File: config.mk
export PLATFORM = sky130hd
export DESIGN_NAME = spi_status_poller
export DESIGN_NICKNAME = d
export VERILOG_FILES = /design/src/rtl/poll_pkg.sv /design/src/rtl/poll_divider.sv /design/src/rtl/poll_compare.sv /design/src/rtl/spi_status_poller.sv
export SDC_FILE = /design/constraint.sdc
export NUM_CORES = 1
export LEC_CHECK = 0
export CAP_MARGIN = 20
export CORE_ASPECT_RATIO = 0.75
export CORE_MARGIN = 2
export CORE_UTILIZATION = 56
export DETAILED_ROUTE_END_ITERATION = 8
export PLACE_DENSITY = 0.81
export SLEW_MARGIN = 5
export SYNTH_ARGS = -nofsm -noshare
export SYNTH_HDL_FRONTEND = slang
export SYNTH_SLANG_ARGS = --single-unit
File: constraint.sdc
create_clock -name clk -period 3.6 [get_ports clk]
set_input_delay 0.72 -clock clk [delete_from_list [all_inputs] [get_ports clk]]
set_output_delay 0.72 -clock clk [all_outputs]
set_load 0.1 [all_outputs]
File: src/rtl/poll_pkg.sv
package poll_pkg;

    typedef enum logic [2:0] {
        ST_IDLE,
        ST_INSTR,
        ST_ADDR,
        ST_READ,
        ST_EVAL,
        ST_GAP
    } poll_state_t;

endpackage

File: src/rtl/poll_divider.sv
module poll_divider #(
    parameter int PSC_W = 8
) (
    input  logic             clk,
    input  logic             rst_n,
    input  logic             run,
    input  logic             late,
    input  logic [PSC_W-1:0] div,
    output logic             bit_end,
    output logic             sample_now,
    output logic             sck_phase
);
    localparam int HW = PSC_W + 1;

    logic [PSC_W-1:0] cnt_q;
    logic [PSC_W-1:0] top_v;
    logic [HW-1:0]    half_v;
    logic [HW-1:0]    cnt_x;

    always_comb begin
        top_v      = (div == '0) ? PSC_W'(1) : div;
        half_v     = (HW'(top_v) + HW'(1)) >> 1;
        cnt_x      = HW'(cnt_q);
        bit_end    = run && (cnt_q == top_v);
        sck_phase  = run && (cnt_x >= half_v);
        sample_now = run && (late ? (cnt_q == top_v)
                                  : (cnt_x == half_v - HW'(1)));
    end

    always_ff @(posedge clk or negedge rst_n) begin
        if (!rst_n)
            cnt_q <= '0;
        else if (!run || bit_end)
            cnt_q <= '0;
        else
            cnt_q <= cnt_q + PSC_W'(1);
    end

    // a bit never ends while the clock is still in its low half
    a_r2_end_in_high: assert property (@(posedge clk) disable iff (!rst_n)
        bit_end |-> sck_phase);

endmodule

File: src/rtl/poll_compare.sv
module poll_compare #(
    parameter int DW = 8
) (
    input  logic          clk,
    input  logic          rst_n,
    input  logic          eval,
    input  logic [DW-1:0] data,
    input  logic [DW-1:0] mask,
    input  logic [DW-1:0] match_val,
    input  logic          clr,
    output logic          hit,
    output logic          flag
);
    logic flag_q;

    always_comb hit = eval && ((data & mask) == match_val);

    always_ff @(posedge clk or negedge rst_n) begin
        if (!rst_n)
            flag_q <= 1'b0;
        else if (hit)
            flag_q <= 1'b1;
        else if (clr)
            flag_q <= 1'b0;
    end

    assign flag = flag_q;

    // a same-cycle match beats the clear
    a_r10_set_wins: assert property (@(posedge clk) disable iff (!rst_n)
        hit |=> flag);
    // a lone clear empties the flag
    a_r10_clear: assert property (@(posedge clk) disable iff (!rst_n)
        (clr && !hit) |=> !flag);

endmodule

File: src/rtl/spi_status_poller.sv
module spi_status_poller
    import poll_pkg::*;
#(
    parameter int DW    = 8,
    parameter int PSC_W = 8,
    parameter int IVL_W = 16
) (
    input  logic             clk,
    input  logic             rst_n,
    input  logic             start,
    input  logic             abort,
    input  logic [DW-1:0]    cmd_byte,
    input  logic [DW-1:0]    addr_byte,
    input  logic             use_addr,
    input  logic             use_read,
    input  logic [DW-1:0]    status_mask,
    input  logic [DW-1:0]    status_match,
    input  logic [IVL_W-1:0] gap_periods,
    input  logic [PSC_W-1:0] clk_div,
    input  logic             auto_stop,
    input  logic             late_sample,
    input  logic             flag_clr,
    output logic             sck,
    output logic             cs_n,
    output logic             mosi,
    input  logic             miso,
    output logic             busy,
    output logic             match_hit,
    output logic             match_flag,
    output logic [DW-1:0]    status_byte
);
    localparam int BC_W = $clog2(DW);

    poll_state_t state_q, state_d;

    logic [DW-1:0]    cmd_q, addr_q, mask_q, match_q;
    logic [IVL_W-1:0] gap_q, gapcnt_q;
    logic [PSC_W-1:0] div_q;
    logic             addr_en_q, read_en_q, stop_q, late_q;
    logic [DW-1:0]    tx_q, rx_q, stat_q;
    logic [BC_W-1:0]  bitcnt_q;

    logic shifting, run, bit_end, sample_now, sck_phase, hit;
    logic last_bit, gap_last, in_eval;

    always_comb begin
        last_bit = (bitcnt_q == '0);
        gap_last = (gapcnt_q <= IVL_W'(1));
    end

    poll_divider #(.PSC_W(PSC_W)) u_div (
        .clk        (clk),
        .rst_n      (rst_n),
        .run        (run),
        .late       (late_q),
        .div        (div_q),
        .bit_end    (bit_end),
        .sample_now (sample_now),
        .sck_phase  (sck_phase)
    );

    poll_compare #(.DW(DW)) u_cmp (
        .clk       (clk),
        .rst_n     (rst_n),
        .eval      (in_eval),
        .data      (rx_q),
        .mask      (mask_q),
        .match_val (match_q),
        .clr       (flag_clr),
        .hit       (hit),
        .flag      (match_flag)
    );

    // next-state logic
    always_comb begin
        state_d = state_q;
        unique case (state_q)
            ST_IDLE:  if (start) state_d = ST_INSTR;
            ST_INSTR: if (bit_end && last_bit)
                          state_d = addr_en_q ? ST_ADDR
                                  : (read_en_q ? ST_READ : ST_IDLE);
            ST_ADDR:  if (bit_end && last_bit)
                          state_d = read_en_q ? ST_READ : ST_IDLE;
            ST_READ:  if (bit_end && last_bit) state_d = ST_EVAL;
            ST_EVAL:  state_d = (hit && stop_q) ? ST_IDLE : ST_GAP;
            ST_GAP:   if (bit_end && gap_last) state_d = ST_INSTR;
            default:  state_d = ST_IDLE;
        endcase
        if (abort) state_d = ST_IDLE;
    end

    // state register
    always_ff @(posedge clk or negedge rst_n) begin
        if (!rst_n) state_q <= ST_IDLE;
        else        state_q <= state_d;
    end

    // outputs
    always_comb begin
        shifting    = (state_q == ST_INSTR) || (state_q == ST_ADDR) ||
                      (state_q == ST_READ);
        run         = shifting || (state_q == ST_GAP);
        in_eval     = (state_q == ST_EVAL);
        cs_n        = !shifting;
        sck         = shifting && sck_phase;
        mosi        = ((state_q == ST_INSTR) || (state_q == ST_ADDR)) ? tx_q[DW-1] : 1'b0;
        busy        = (state_q != ST_IDLE);
        match_hit   = hit;
        status_byte = stat_q;
    end

    // datapath
    always_ff @(posedge clk or negedge rst_n) begin
        if (!rst_n) begin
            cmd_q <= '0;  addr_q <= '0;  mask_q <= '0;  match_q <= '0;
            gap_q <= '0;  gapcnt_q <= '0;  div_q <= '0;
            addr_en_q <= 1'b0;  read_en_q <= 1'b0;
            stop_q <= 1'b0;  late_q <= 1'b0;
            tx_q <= '0;  rx_q <= '0;  stat_q <= '0;  bitcnt_q <= '0;
        end else begin
            unique case (state_q)
                ST_IDLE: if (start) begin
                    cmd_q     <= cmd_byte;
                    addr_q    <= addr_byte;
                    mask_q    <= status_mask;
                    match_q   <= status_match;
                    gap_q     <= gap_periods;
                    div_q     <= clk_div;
                    addr_en_q <= use_addr;
                    read_en_q <= use_read;
                    stop_q    <= auto_stop;
                    late_q    <= late_sample;
                    tx_q      <= cmd_byte;
                    bitcnt_q  <= BC_W'(DW - 1);
                end
                ST_INSTR, ST_ADDR: if (bit_end) begin
                    if (last_bit) begin
                        tx_q     <= addr_q;
                        bitcnt_q <= BC_W'(DW - 1);
                    end else begin
                        tx_q     <= tx_q << 1;
                        bitcnt_q <= bitcnt_q - BC_W'(1);
                    end
                end
                ST_READ: begin
                    if (sample_now) rx_q <= {rx_q[DW-2:0], miso};
                    if (bit_end)    bitcnt_q <= bitcnt_q - BC_W'(1);
                end
                ST_EVAL: begin
                    stat_q   <= rx_q;
                    gapcnt_q <= (gap_q == '0) ? IVL_W'(1) : gap_q;
                end
                ST_GAP: if (bit_end) begin
                    gapcnt_q <= gapcnt_q - IVL_W'(1);
                    if (gap_last) begin
                        tx_q     <= cmd_q;
                        bitcnt_q <= BC_W'(DW - 1);
                    end
                end
                default: ;
            endcase
        end
    end

    // an idle engine keeps the bus quiet
    a_r1_idle_quiet: assert property (@(posedge clk) disable iff (!rst_n)
        !busy |-> (cs_n && !sck));
    // no clock edges while deselected
    a_r8_sck_low_deselected: assert property (@(posedge clk) disable iff (!rst_n)
        cs_n |-> !sck);
    // data out holds while the clock is high
    a_r3_mosi_stable: assert property (@(posedge clk) disable iff (!rst_n)
        (sck && $past(sck)) |-> $stable(mosi));
    // stop on match
    a_r6_auto_stop: assert property (@(posedge clk) disable iff (!rst_n)
        (match_hit && stop_q) |=> !busy);
    // keep going after a match
    a_r7_keep_polling: assert property (@(posedge clk) disable iff (!rst_n)
        (match_hit && !stop_q && !abort) |=> busy);
    // no compare without a read phase
    a_r9_no_hit_cmd: assert property (@(posedge clk) disable iff (!rst_n)
        match_hit |-> read_en_q);
    // abort reaches idle in one edge
    a_r11_abort: assert property (@(posedge clk) disable iff (!rst_n)
        abort |=> (!busy && cs_n));

endmodule

# Yosys cells after proc, flatten, opt, wreduce, memory -nomap -nowiden

Cells that the tools add are included.

Bitwise gates (word level): 1
Muxes and demuxes: 32
$lt $le $gt $ge: 2
Reduce and logical (&&, ||, !) cells: 30
Add/subtract/negate cells: 5
Equal/unequal tests: 18

Operators with widths:

| cell                                                                    | count |
|---|---|
| 8-bit 2-to-1 mux                                                        | 7 |
| 3-bit 2-to-1 mux                                                        | 14 |
| 16-bit 2-to-1 mux                                                       | 2 |
| 16-bit one-hot mux with 2 select lines                                  | 1 |
| 8-bit one-hot mux with 3 select lines                                   | 1 |
| 3-bit one-hot mux with 6 select lines                                   | 1 |
| 8-bit == test                                                           | 2 |
| 16-bit by 1-bit <= comparator with 1-bit output (second input constant) | 1 |
| 16-bit logical NOT                                                      | 1 |
| 16-bit by 1-bit subtractor with 16-bit output (second input constant)   | 1 |
| 3-bit != test (second input constant)                                   | 5 |
| 3-bit one-hot mux with 4 select lines                                   | 1 |
| 2-bit != test (second input constant)                                   | 5 |
| 5-bit AND reduction                                                     | 2 |
| 8-bit by 1-bit adder with 9-bit output (second input constant)          | 1 |
| 8-bit by 9-bit == test with 1-bit output                                | 1 |
| 8-bit by 1-bit subtractor with 9-bit output (second input constant)     | 1 |
| 8-bit by 1-bit adder with 8-bit output (second input constant)          | 1 |
| 8-bit AND                                                               | 1 |
| 8-bit greater-or-equal comparator                                       | 1 |
| 1-bit logical AND                                                       | 8 |
| 8-bit logical NOT                                                       | 1 |
| 3-bit by 2-bit == test with 1-bit output (second input constant)        | 2 |
| 3-bit == test (second input constant)                                   | 2 |
| other kinds (13)                                                        | 25 |

Bits of input ports: 66
Bits in registers: 115
Logic and storage cells: 106
Output and inout bits: 14

# Depth between registers and ports, before layout

Gate-level depths: netlist of the first run.

Word-level depth: 9
Mapped depth: 14
Gate-level depth less buffers: 13

# Modules after synthesis

Synthesis of the first run repeated with hierarchy kept, for this count alone.

Cell total of the unflattened synthesis: 558
Area total of the unflattened synthesis: 6169.7 µm²

By module, submodules not included:

| module            | area each (µm²) | cells an instance | times used |
|---|---|---|---|
| spi_status_poller | 5029.8          | 417               | 1 |
| poll_divider      | 974.7           | 118               | 1 |
| poll_compare      | 165.2           | 23                | 1 |

# Least setup slack after synthesis of the first run

No wires, ideal clock.

Path type: register -> register
Start point: reg state_q[1]
End point: reg state_q[0]
Required time: 3.453 ns
Path buffers: 2
Cell stages (with the launch flop): 9
Period minus slack after synthesis: 4.979 ns
Setup slack: -1.379 ns
Arrival: 4.833 ns
Cells stage by stage: dfrtp_1 -> buf_2 -> nor2_1 -> nand2_1 -> clkbuf_1 -> nor4_1 -> a21oi_1 -> a2111oi_0 -> a211oi_1

Elaborated cells between the ends (all ways): 23

RTL lines:

| element                               | line                     | text |
|---|---|---|
| start, declared                       | spi_status_poller.sv:34  | `poll_state_t state_q, state_d;` |
| start signal, assigned                | spi_status_poller.sv:95  | `else state_q <= state_d;` |
| 3-bit == test                         | spi_status_poller.sv:103 | `in_eval = (state_q == ST_EVAL);` |
| 1-bit logical AND                     | poll_compare.sv:16       | `always_comb hit = eval && ((data & mask) == match_val);` |
| via match_hit                         | spi_status_poller.sv:28  | `output logic match_hit,` |
| 1-bit logical AND                     | spi_status_poller.sv:85  | `ST_EVAL: state_d = (hit && stop_q) ? ST_IDLE : ST_GAP;` |
| 3-bit 2-to-1 mux                      | spi_status_poller.sv:85  |  |
| 3-bit one-hot mux with 6 select lines | spi_status_poller.sv:77  | `unique case (state_q)` |
| 3-bit 2-to-1 mux                      | spi_status_poller.sv:89  | `if (abort) state_d = ST_IDLE;` |

The timed path passes the listed nets, and every way through them passes these cells.
A chain may end at the register's enable or synchronous reset.

# Worst setup path in the final report of the first run

Start point: reg div_q[5]
End point: out sck

Word-level cells in the longest chain between the ends: 6

RTL lines:

| element                                    | line                     | text |
|---|---|---|
| start, declared                            | spi_status_poller.sv:38  | `logic [PSC_W-1:0] div_q;` |
| start signal, assigned                     | spi_status_poller.sv:128 | `div_q <= clk_div;` |
| 8-bit logical NOT                          | poll_divider.sv:21       | `top_v = (div == '0) ? PSC_W'(1) : div;` |
| 8-bit 2-to-1 mux (*)                       | poll_divider.sv:21       |  |
| 8-bit by 1-bit adder with 9-bit output (*) | poll_divider.sv:22       | `half_v = (HW'(top_v) + HW'(1)) >> 1;` |
| 8-bit greater-or-equal comparator (*)      | poll_divider.sv:25       | `sck_phase = run && (cnt_x >= half_v);` |
| 1-bit logical AND (*)                      | poll_divider.sv:25       |  |
| 1-bit logical AND (*)                      | spi_status_poller.sv:105 | `sck = shifting && sck_phase;` |
| end, declared                              | spi_status_poller.sv:23  | `output logic sck,` |

Mark *: on every way between the ends. The rest lies on a longest branch, timed or not.

==> results of run 1 <==
-- metrics by stage --
stage	worst slack, ps	hold WS, ps
6_report	5.63	351
5_1_grt	-202	430
4_1_cts	-50.8	392
3_5_place_dp	170	484
3_3_place_gp	227	464
2_1_floorplan	-24.0	424
-- cells in the final DEF (no fill, tap or decap), drive strengths merged, types with 5 or more instances in the layout --
cell / count
clkbuf: 19
and3: 5
mux2: 77
inv: 26
nor2b: 10
xnor2: 20
dfrtp: 115
nand2: 32
a211oi: 10
mux2i: 7
nor4: 11
a21o: 5
nand3: 11
nor3: 20
clkinv: 5
xor2: 17
clkdlybuf4s50: 73
nor2: 64
a21oi: 35
o21ai: 46
o221ai: 7
buf: 25
ha: 14
-- where the power goes --
part | total (mW) | internal [mW] | switching (mW)
sequential | 1.73 | 1.54 | 0.190
clock | 1.75 | 1.12 | 0.630
combinational | 1.24 | 0.566 | 0.678
total | 4.72 | 3.22 | 1.50
-- kinds of logic (layout without fill, tap and decap cells) --
family,after synthesis,after routing,synth area share [%]
AOI/OAI and AO/OA,126,126,12.8
xor gates and xnor gates,37,37,5.27
adders and majority gates,15,15,3.01
buffers and inverters,59,153,3.89
DFF,115,115,46.8
muxes,84,84,15.3
and+or+nand+nor,168,168,13.0
-- registers in the layout, summed over array words and instances (netlist names), 3 cells and up --
signal       cells
addr_q           8
bitcnt_q         3
cmd_q            8
div_q            8
gap_q           16
gapcnt_q        16
mask_q           8
match_q          8
rx_q             8
state_q          3
status_byte      8
tx_q             8
u_div.cnt_q      8
-- repair_timing --
item / CTS / global route
setup buffers: 1 / 0
setup endpoints to repair: 1 / 1
pin swaps: 2 / 0
gates resized for setup: 4 / 3
hold buffers: 0 / 0
-- per-layer routing --
| layer | GRT usage, % | wire length [um] | part of all wire [%] |
|---|---|---|---|
| met1 | 36.1 | 6670 | 45 |
| met4 | 8.52 | 222 | 1.5 |
| met5 | 0 | 0 | 0 |
| met2 | 42.1 | 6910 | 47 |
| met3 | 8.61 | 1040 | 7.0 |
-- final cells by class --
class,instances,area (um2)
tap,140,175
clock buffer,19,443
timing repair buffer,98,943
multi-input combinational,430,3070
sequential,115,2880
clock inverter,13,175
fill,766,3040
inverter,23,86.3
-- final timing paths --
check | from | end | slack [ps]
worst max-delay path | div_q[5] | sck | 6
worst min-delay path | rst_n | tx_q[7] | 350
worst max register to register | div_q[5] | rx_q[1] | 750
worst min register to register | u_cmp.flag | u_cmp.flag | 490
max in group asynchronous | rst_n | gapcnt_q[14] | 2430
min in group clk | u_cmp.flag | u_cmp.flag | 490
-- worst register-to-register path, stage by stage, from the launching register on --
cell and delay [ps]:
dfrtp_1 400, nor3_4 220, nand2_1 100, nor2_1 120
nor3_2 50, a21oi_2 150, inv_1 60, ha_1 250
nor3_1 190, a31oi_1 70, xnor2_1 140, nor4_1 410
a31oi_4 230, mux2_2 330
==> metrics.md, run 1 <==
| Metric | Value |
|---|---|
| Nets | around 770 |
| CP max stage cell | dfrtp_1 |
| Drt pass-1 iters | 6 |
| Area Growth Syn to Fin | 26.4% |
| Core Region | between 10,000 and 15,000 um2 |
| CP Data Required Time | ~2900 ps |
| Design Area, Final | just under 8000 um2 |
| Top-count cell post-synth | dfrtp_1 |
| Synth area leaders | dfrtp_1 (47%), mux2_2 (14%), nor2_1 (3.9%) |
| Status | complete, no violations |
| Final routed DRC violation total | 0 |
| First-pass GRT wire length | approximately 25 mm |
| Most frequent CP cell | a21oi_2 |
| Peak supply drop | a little under 0.5 mV |
| IO buf count | 79 |
| P per Cell Area | 607 nW/um2 |
| Leakage | 3.33 nW |
| Dpl hpwl | 10.0 mm |
| Ys flop type | dfrtp_1 |
| Hold crit path type | in2async |
| Inst Count DP | 805 |
| Slew @ Worst Pin | 993 ps |
| Max Slew Vio Count | 0 |
| EDFF count, synth | 0 |
| Synth top area share | between 40% and 50% |
| Layout cells sized above 1 | 21.6% |
| Crit path largest cell delay | 400 ps |
| CP arrival | 2870 ps |
| I/O pin cnt | 80 |
| Fmax | around 0.28 GHz |
| WL/cell | 17.7 um |
| Sequential-to-total area share from yosys stat | 46.8% |
| Final setup vio count | 0 |
| FF+latch count, synth | 115 |
| Vias in the first global route | a little under 5,000 |
| Levels on crit path | 14 |
| Final Hold Vio Count | 0 |
| Worst skew pair latency | approximately 420 ps |
| DR vias | between 4,000 and 5,000 |
| Final worst-path cycle share | 99.8% |
| Synth Net Count | slightly below 700 |
| Reg clk slew, reported paths | 60 ps |
| Grt total ovfl | 0 |
| Initial antenna violation count | 0 |
| Total CTS buffers | 17 |
| CP endpoint kind | output pin |
| CTS sink count | between 100 and 150 |
| Area post-placement | about 7100 um2 |
| CP Class | reg2out |
| Largest net degree at the start of global routing | between 50 and 60 |
| Clock skew | 8.61 ps |
| CP Cell Sequence | nor3_4, nand2_1, nor2_1, nor3_2, a21oi_2, ha_1, nand2b_1, a21o_1, a21oi_2, nor2b_1, o21ai_1, a21oi_1, o31a_1, buf_12 |
| Mapped Avg Cell Area | just over 10 um2 |
| Slew margin rel. | 33.6% |
| Synth unique cells | 52 |
| Std-Cell Rows | 33 |
| Clock Root Buffer | clkbuf_16 |
| Worst Reg2Reg Path Length in Cells | 13 |
| Number of diodes | 0 |
| Crit path max fanout | 2 |
| Worst path bufs/invs | 1 |
| Maxcap violations | 0 |
| Routed vias/inst | slightly below 6 |
| Setup TNS | 0 ps |
| Horiz. Die Dim | 125 um |
| CTS tree | done |
| Post-Syn Area | about 6100 um2 |
| Gate Count Post-Synth | 604 |
| Longest Clk Path Bufs | 2 |
| Minimum clock period | roughly 3600 ps |
| Cell family with the largest share of critical-path delay | compound AO/OA/AOI/OAI gates |
| Die ar. | 11,800 um2 |
| Ys Warns | 0 |
| RSZ-0062 raised after global routing | yes |
| H-tree Lvls | 4 |
| Final Non-Filler Cells | 838 |
| Synth cell count leaders | dfrtp_1 (115), mux2_2 (76), nor2_1 (64) |
| Total GRT Usage | 26.9% |
| Initial Utilization | between 50% and 60% |
| Ys async rst share | 100% |
| CP startpoint kind | register |
| 1st-iter DRT viols | 408 |
| Placer Congestion | 0.872 |
| Biggest area consumer among synthesized cells | dfrtp_1 |
| Total wire length | 14.8 mm |
| Antenna Violating Nets Remaining | 0 |
| Post-layout util | 71.9% |
| Die Ht | 94.8 um |
| Total chip power | 4.72 mW |
Power figures use the tool's default switching activity.
==> run 2, diff against run 1 <==
--- a/config.mk
+++ b/config.mk
@@ -14,4 +14,5 @@
 export SLEW_MARGIN = 5
 export SYNTH_ARGS = -nofsm -noshare
 export SYNTH_HDL_FRONTEND = slang
+export SYNTH_HIERARCHICAL = 1
 export SYNTH_SLANG_ARGS = --single-unit
==> metrics.md, run 2 <==
| Metric | Value |
|---|---|
| Status | complete, no violations |
| Longest Clk Path Bufs | 2 (unchanged) |
| Internal Power | 3.97 mW (+23%) |
| Total wire length | 15.3 mm (+2.9%) |
| Biggest area consumer among synthesized cells | dfrtp_1 |
| Final setup vio count | 0 (unchanged) |
| Largest net degree at the start of global routing | 62 (+6.9%) |
| Ys async rst share | 100% (unchanged) |
| Synth top area share | 46.6% (-0.15 points) |
| Worst skew pair latency | 410 ps (about the same) |
| Slew margin rel. | 30.6% (-3.0 points) |
| IO buf count | 79 (unchanged) |
| P per Cell Area | 841 nW/um2 (+39%) |
| Final worst-path cycle share | 95.7% (-4.1 points) |
| EDFF count, synth | 0 (unchanged) |
| Fmax | 0.290 GHz (+4.3%) |
| Setup WS pre-CTS | 383 ps (+213 ps) |
| Synth area leaders | dfrtp_1 (47%), mux2_2 (16%), xor2_1 (3.4%) |
| Adder-cell share of the synthesized area | 2.84% (-0.17 points) |
| Synth Net Count | 638 (-6.7%) |
| Leakage | 3.19 nW (-4.2%) |
| Multi-input gate area | 3150 um2 (+2.4%) |
| WL/cell | 19.3 um (+8.7%) |
| 1st-iter DRT viols | 449 (+10%) |
| Slew @ Worst Pin | 1040 ps (+46.2 ps) |
| Area Growth Syn to Fin | 25.0% |
| Core Region | 10,800 um2 (unchanged) |
| CP endpoint kind | output pin |
| Sequential-to-total area share from yosys stat | 46.6% (-0.15 points) |
| Grt total ovfl | 0 (unchanged) |
| Worst Reg2Reg Path Length in Cells | 13 (unchanged) |
| Horiz. Die Dim | 125 um (+0.16%) |
| Peak supply drop | 0.455 mV (-6.3%) |
| First-pass GRT wire length | 24.7 mm (-0.75%) |
| Post-layout util | 71.3% (-0.59 points) |
| Hold_buf cts | 0 (unchanged) |
| Final routed DRC violation total | 0 (unchanged) |
| RSZ-0062 raised after global routing | no |
| CP arrival | 2730 ps (-140 ps) |
| CP max stage cell | dfrtp_1 |
| Filler cells | 736 (-3.9%) |
| Switching pwr | 2.52 mW (+68%) |
| Largest family of logic cells by synthesized area | multiplexers |
| Register Area | 2880 um2 (about the same) |
| Commonest non-fill, non-tap cell in the layout | dfrtp_1 |
| RR Endpoint | rx_q[7] |
| Die Ht | 94.9 um (+0.15%) |
| Vias in the first global route | 4,950 (+0.32%) |
| Top-count cell post-synth | dfrtp_1 |
| Crit path largest cell delay | 440 ps (+40 ps) |
| Drt pass-1 iters | 7 (+1) |
| Sw frac | 38.8% (+7.0 points) |
| Commonest cells after routing, fill and taps aside | dfrtp_1 (113), mux2_2 (85), clkdlybuf4s50_1 (73) |
| Nets | 720 (-5.9%) |
| Inst Count DP | 758 (-5.8%) |
| Dpl hpwl | 10.0 mm (about the same) |
| Hold crit path type | in2async |
| Clock share of power | 23.8% (-13 points) |
| Minimum clock period | 3450 ps (-149 ps) |
| Multiplexer share of the synthesized area | 17.0% (+1.7 points) |
| RR Startpoint | div_q[3] |
| Synth Area in Simple Gates | 13.4% (+0.42 points) |
| Crit path max fanout | 6 (+4) |
| Initial Utilization | 57.0% (+0.19 points) |
| CTS tree | done |
| DR vias | 4,850 (-0.68%) |
| Die ar. | 11,900 um2 (+0.31%) |
| Final hold slack | 388 ps (+37.7 ps) |
| Total chip power | 6.49 mW (+38%) |
| Max Slew Vio Count | 0 (unchanged) |
| CP Cell Sequence | and3_2, and3_1, nand2_1, xor2_1, ha_1, a21o_1, a211oi_1, a21oi_1, and2_4, buf_12 |
| Setup TNS | 0 ps (unchanged) |
| Initial antenna violation count | 0 (unchanged) |
| Layout cells sized above 1 | 24.5% (+2.9 points) |
| Ys flop type | dfrtp_1 |
| Antenna Violating Nets Remaining | 0 (unchanged) |
| Worst Slack Setup Final | 155 ps (+149 ps) |
| CP startpoint kind | register |
| R2r setup slk | 420 ps (-330 ps) |
| Design Area, Final | 7710 um2 (-0.82%) |
| H-tree Lvls | 4 (unchanged) |
| Mapped Avg Cell Area | 11.1 um2 (+8.6%) |
| FF+latch count, synth | 115 (unchanged) |
| Final Hold Vio Count | 0 (unchanged) |
| Maxcap violations | 0 (unchanged) |
| Clock Root Buffer | clkbuf_16 |
| Post-Syn Area | 6170 um2 (+0.33%) |
| Logic pwr share | 40.6% (+14 points) |
| Reg clk slew, reported paths | 60 ps (about the same) |
| Sequential power share | 35.6% (-1.0 points) |
| CP Class | reg2out |
| Total GRT Usage | 26.5% (-0.36 points) |
| Final Non-Filler Cells | 793 (-5.4%) |
| Compound-Gate Fraction of Synth Area | 11.5% (-1.3 points) |
| Gate Count Post-Synth | 558 (-7.6%) |
| Biggest regs | gap_q: 16 flops, gapcnt_q: 16 flops |
| Synth cell count leaders | dfrtp_1 (115), mux2_2 (85), nor2_1 (34) |
| CP Data Required Time | 2880 ps (about the same) |
| Area post-placement | 7120 um2 (about the same) |
| Clock skew | 6.57 ps (-2.04 ps) |
| Number of diodes | 0 (unchanged) |
| Synth unique cells | 64 (+23%) |
| CTS sink count | 115 (unchanged) |
| Synth Area in XOR/XNOR | 5.54% (+0.27 points) |
| Placer Congestion | 0.905 (+3.8%) |
| Total CTS buffers | 17 (unchanged) |
| Std-Cell Rows | 33 (unchanged) |
| I/O pin cnt | 80 (unchanged) |
| Ys Warns | 6 (+6) |
| Routed vias/inst | 6.12 (+5.0%) |
-- run 2: cell count changes in the layout (fill, tap and decap cells not counted), moves of 9 or more --
cell	previous run	this run
nor2_1	62	33
o21ai_0	44	22
a21oi_1	33	15
inv_1	23	12
mux2_2	76	85
-- run 2: power by group through the flow --
stage | Clock, mW | Combinational, mW | Sequential (mW)
after detailed placement | 0 | 2.52 | 2.29
after global routing | 1.61 | 2.86 | 2.37
after floorplan | 0 | 1.97 | 2.15
after global placement | 0 | 2.43 | 2.26
final | 1.54 | 2.64 | 2.31
after CTS | 1.55 | 2.56 | 2.29
-- run 2: what timing repair did --
item / CTS / global route
resized for setup: 1 / 8
buffers inserted: 0 / 3
pin swaps: 0 / 3
setup endpoints to repair: 1 / 1
-- run 2: kinds of logic after synthesis --
family	Yosys count
AOI/OAI and AO/OA	100
xor gates and xnor gates	39
adders and majority gates	14
buffers and inverters	43
DFF	115
muxes	94
and+or+nand+nor	153
-- run 2: final cells by class --
cell class,count,area share [%]
Clock buffer,21,5.84
Clock inverter,11,1.14
Inverter,12,0.584
Multi-Input combinational cell,400,40.8
Sequential cell,115,37.4
Tap cell,140,2.27
Timing Repair Buffer,94,12.0
-- run 2: how the worst max path moves through the flow --
stage,from,endpoint,slack (ps),cells after the start
2_1_floorplan,state_q[0],state_q[0],190,9
3_3_place_gp,div_q[7],sck,450,13
3_5_place_dp,div_q[7],sck,380,13
4_1_cts,div_q[7],sck,5,13
5_1_grt,div_q[6],sck,6,13
6_report,div_q[1],sck,150,10
-- run 2: worst max-delay path: cells and delay by family (launching register included) --
kind	cells	cell delay, ps
XOR/XNOR	1	150
AO/OA/AOI/OAI	3	510
buffers and inverters	1	160
AND/OR/NAND/NOR	4	760
adder cells (fa/ha/maj)	1	300
flip-flops	1	440
-- run 2: per-layer routing --
layer | vias up | track usage (%) | part of all wire, %
met3 | 32 | 5.61 | 6.2
met4 | 0 | 11.1 | 2.0
met1 | 2399 | 35.2 | 44
li1 | 2214 | - | -
met5 | - | 0 | 0
met2 | 205 | 43.0 | 48
==> run 3, diff against run 2 <==
--- a/config.mk
+++ b/config.mk
@@ -10,6 +10,7 @@
 export CORE_MARGIN = 2
 export CORE_UTILIZATION = 56
 export DETAILED_ROUTE_END_ITERATION = 8
+export GPL_ROUTABILITY_DRIVEN = 0
 export PLACE_DENSITY = 0.81
 export SLEW_MARGIN = 5
 export SYNTH_ARGS = -nofsm -noshare
==> metrics.md, run 3 (synthesized netlist as in run 2, its figures left out) <==
| Metric | Value |
|---|---|
| CP startpoint kind | register |
| Cell family with the largest share of critical-path delay | simple AND/OR/NAND/NOR gates |
| 1st-iter DRT viols | 396 (-12%) |
| Reg clk slew, reported paths | 50 ps (about the same) |
| Final setup vio count | 0 (unchanged) |
| Area Growth Syn to Fin | 27.3% |
| CP max stage cell | dfrtp_2 |
| Sequential power share | 33.8% (-1.8 points) |
| Core Region | 10,800 um2 (unchanged) |
| CP Cell Sequence | nor4_4, nand2_1, nand2_1, and2_4, ha_4, nand2b_4, a21o_1, a21oi_2, nor2b_1, o2111ai_1, a21oi_1, and2_4, buf_12 |
| Filler cells | 735 (-0.14%) |
| Commonest cells after routing, fill and taps aside | dfrtp_1 (113), mux2_2 (85), clkdlybuf4s50_1 (73) |
| CTS sink count | 115 (unchanged) |
| Vias in the first global route | 4,960 (+0.20%) |
| Commonest non-fill, non-tap cell in the layout | dfrtp_1 |
| Largest net degree at the start of global routing | 34 (-45%) |
| Dpl hpwl | 10.0 mm (-0.19%) |
| H-tree Lvls | 4 (unchanged) |
| Internal Power | 4.29 mW (+8.1%) |
| WL/cell | 19.1 um (-1.0%) |
| Minimum clock period | 3530 ps (+87.6 ps) |
| Switching pwr | 2.54 mW (+1.1%) |
| Fmax | 0.283 GHz (-2.5%) |
| Post-layout util | 72.6% (+1.3 points) |
| Nets | 725 (+0.69%) |
| Status | complete, no violations |
| Clock share of power | 26.5% (+2.7 points) |
| CP Data Required Time | 2880 ps (about the same) |
| Clock skew | 7.38 ps (+0.809 ps) |
| Layout cells sized above 1 | 25.6% (+1.1 points) |
| Worst path bufs/invs | 1 (unchanged) |
| Total chip power | 6.83 mW (+5.3%) |
| Worst skew pair latency | 410 ps (about the same) |
| Slew @ Worst Pin | 1040 ps (+3.60 ps) |
| RSZ-0062 raised after global routing | yes |
| Leakage | 3.26 nW (+2.1%) |
| DR vias | 4,916 (+1.4%) |
| CP endpoint kind | output pin |
| Final Hold Vio Count | 0 (unchanged) |
| Std-Cell Rows | 33 (unchanged) |
| Inst Count DP | 759 (+0.13%) |
| Total wire length | 15.2 mm (-0.65%) |
| Total GRT Usage | 26.3% (-0.25 points) |
| Final routed DRC violation total | 0 (unchanged) |
| Die ar. | 11,900 um2 (unchanged) |
| Crit path max fanout | 4 (-2) |
| CTS tree | done |
| Initial Utilization | 57.0% (unchanged) |
| Biggest regs | gap_q: 16 flops, gapcnt_q: 16 flops |
| Final worst-path cycle share | 98.1% (+2.4 points) |
| Peak supply drop | 0.490 mV (+7.7%) |
| Maxcap violations | 0 (unchanged) |
| I/O pin cnt | 80 (unchanged) |
| Final hold slack | 211 ps (-178 ps) |
| Antenna Violating Nets Remaining | 0 (unchanged) |
| Number of diodes | 0 (unchanged) |
| Sw frac | 37.2% (-1.6 points) |
| Clock Root Buffer | clkbuf_16 |
| Total CTS buffers | 17 (unchanged) |
| Logic pwr share | 39.7% (-0.9 points) |
| First-pass GRT wire length | 24.4 mm (-1.1%) |
| Horiz. Die Dim | 125 um (unchanged) |
| CP arrival | 2810 ps (+80 ps) |
| Hold crit path type | in2async |
| Drt pass-1 iters | 5 (-2) |
| Crit path largest cell delay | 430 ps (about the same) |
| P per Cell Area | 871 nW/um2 (+3.5%) |
| CP Class | reg2out |
| Longest Clk Path Bufs | 2 (unchanged) |
| Final Non-Filler Cells | 796 (+0.38%) |
| Routed vias/inst | 6.18 (+0.98%) |
| IO buf count | 79 (unchanged) |
| Die Ht | 94.9 um (unchanged) |
| Slew margin rel. | 30.3% (-0.23 points) |
| Max Slew Vio Count | 0 (unchanged) |
| Grt total ovfl | 0 (unchanged) |
| Initial antenna violation count | 0 (unchanged) |
## run 3: cell types whose count changed in the layout (fill, tap and decap cells not counted), sizes merged
cell    delta
buf        +5
clkinv     -5
bufinv     +3
## run 3: through the flow
step / setup TNS (ps) / cell area [um2] / setup slack (ps)
6_report: 0 / 7850 / 67.2
5_1_grt: -111 / 7850 / -111
4_1_cts: 0 / 7760 / 4.10
3_5_place_dp: 0 / 7120 / 327
3_3_place_gp: 0 / 7120 / 432
2_1_floorplan: 0 / 6170 / 188
## run 3: cell type report
class                           count  area [um2]  area share (%)
Clock buffer                       21         480            6.12
Clock inverter                      9         153            1.94
Inverter                           12        45.0           0.574
Multi-Input combinational cell    400        3170            40.3
Sequential cell                   115        2880            36.7
Tap cell                          140         175            2.23
Timing Repair Buffer               99         951            12.1
## run 3: power by group through the flow
stage	registers (mW)	logic (mW)	clock network [mW]
4_1_cts	2.31	2.54	1.83
2_1_floorplan	2.15	1.97	0
5_1_grt	2.38	2.93	1.90
3_5_place_dp	2.30	2.49	0
6_report	2.31	2.71	1.81
3_3_place_gp	2.27	2.39	0
## run 3: worst paths after layout
| kind | from | endpoint | slack, ps | cells past startpoint |
|---|---|---|---|---|
| max | div_q[6] | sck | 70 | 13 |
| max in group asynchronous | rst_n | div_q[7] | 2640 | 2 |
| min reg2reg | bitcnt_q[1] | bitcnt_q[1] | 490 | 1 |
| max reg2reg | div_q[3] | rx_q[0] | 330 | 13 |
| min in group clk | bitcnt_q[1] | bitcnt_q[1] | 490 | 1 |
| min | rst_n | gap_q[5] | 210 | 1 |
## run 3: metal layers
metal / global-route usage, % / wire (um) / up-vias
met5: 0 / 0 / -
met4: 12.3 / 431 / 0
met3: 6.01 / 856 / 44
met2: 43.5 / 7510 / 188
met1: 33.3 / 6380 / 2460
li1: - / - / 2224
## run 3: timing repair
| item | 4_1_cts | 5_1_grt |
|---|---|---|
| buffers inserted | 0 | 7 |
| hold buffers | 0 | 0 |
| endpoints found under the setup margin | 1 | 1 |
| gates resized for setup | 3 | 8 |
| pin swaps | 0 | 7 |
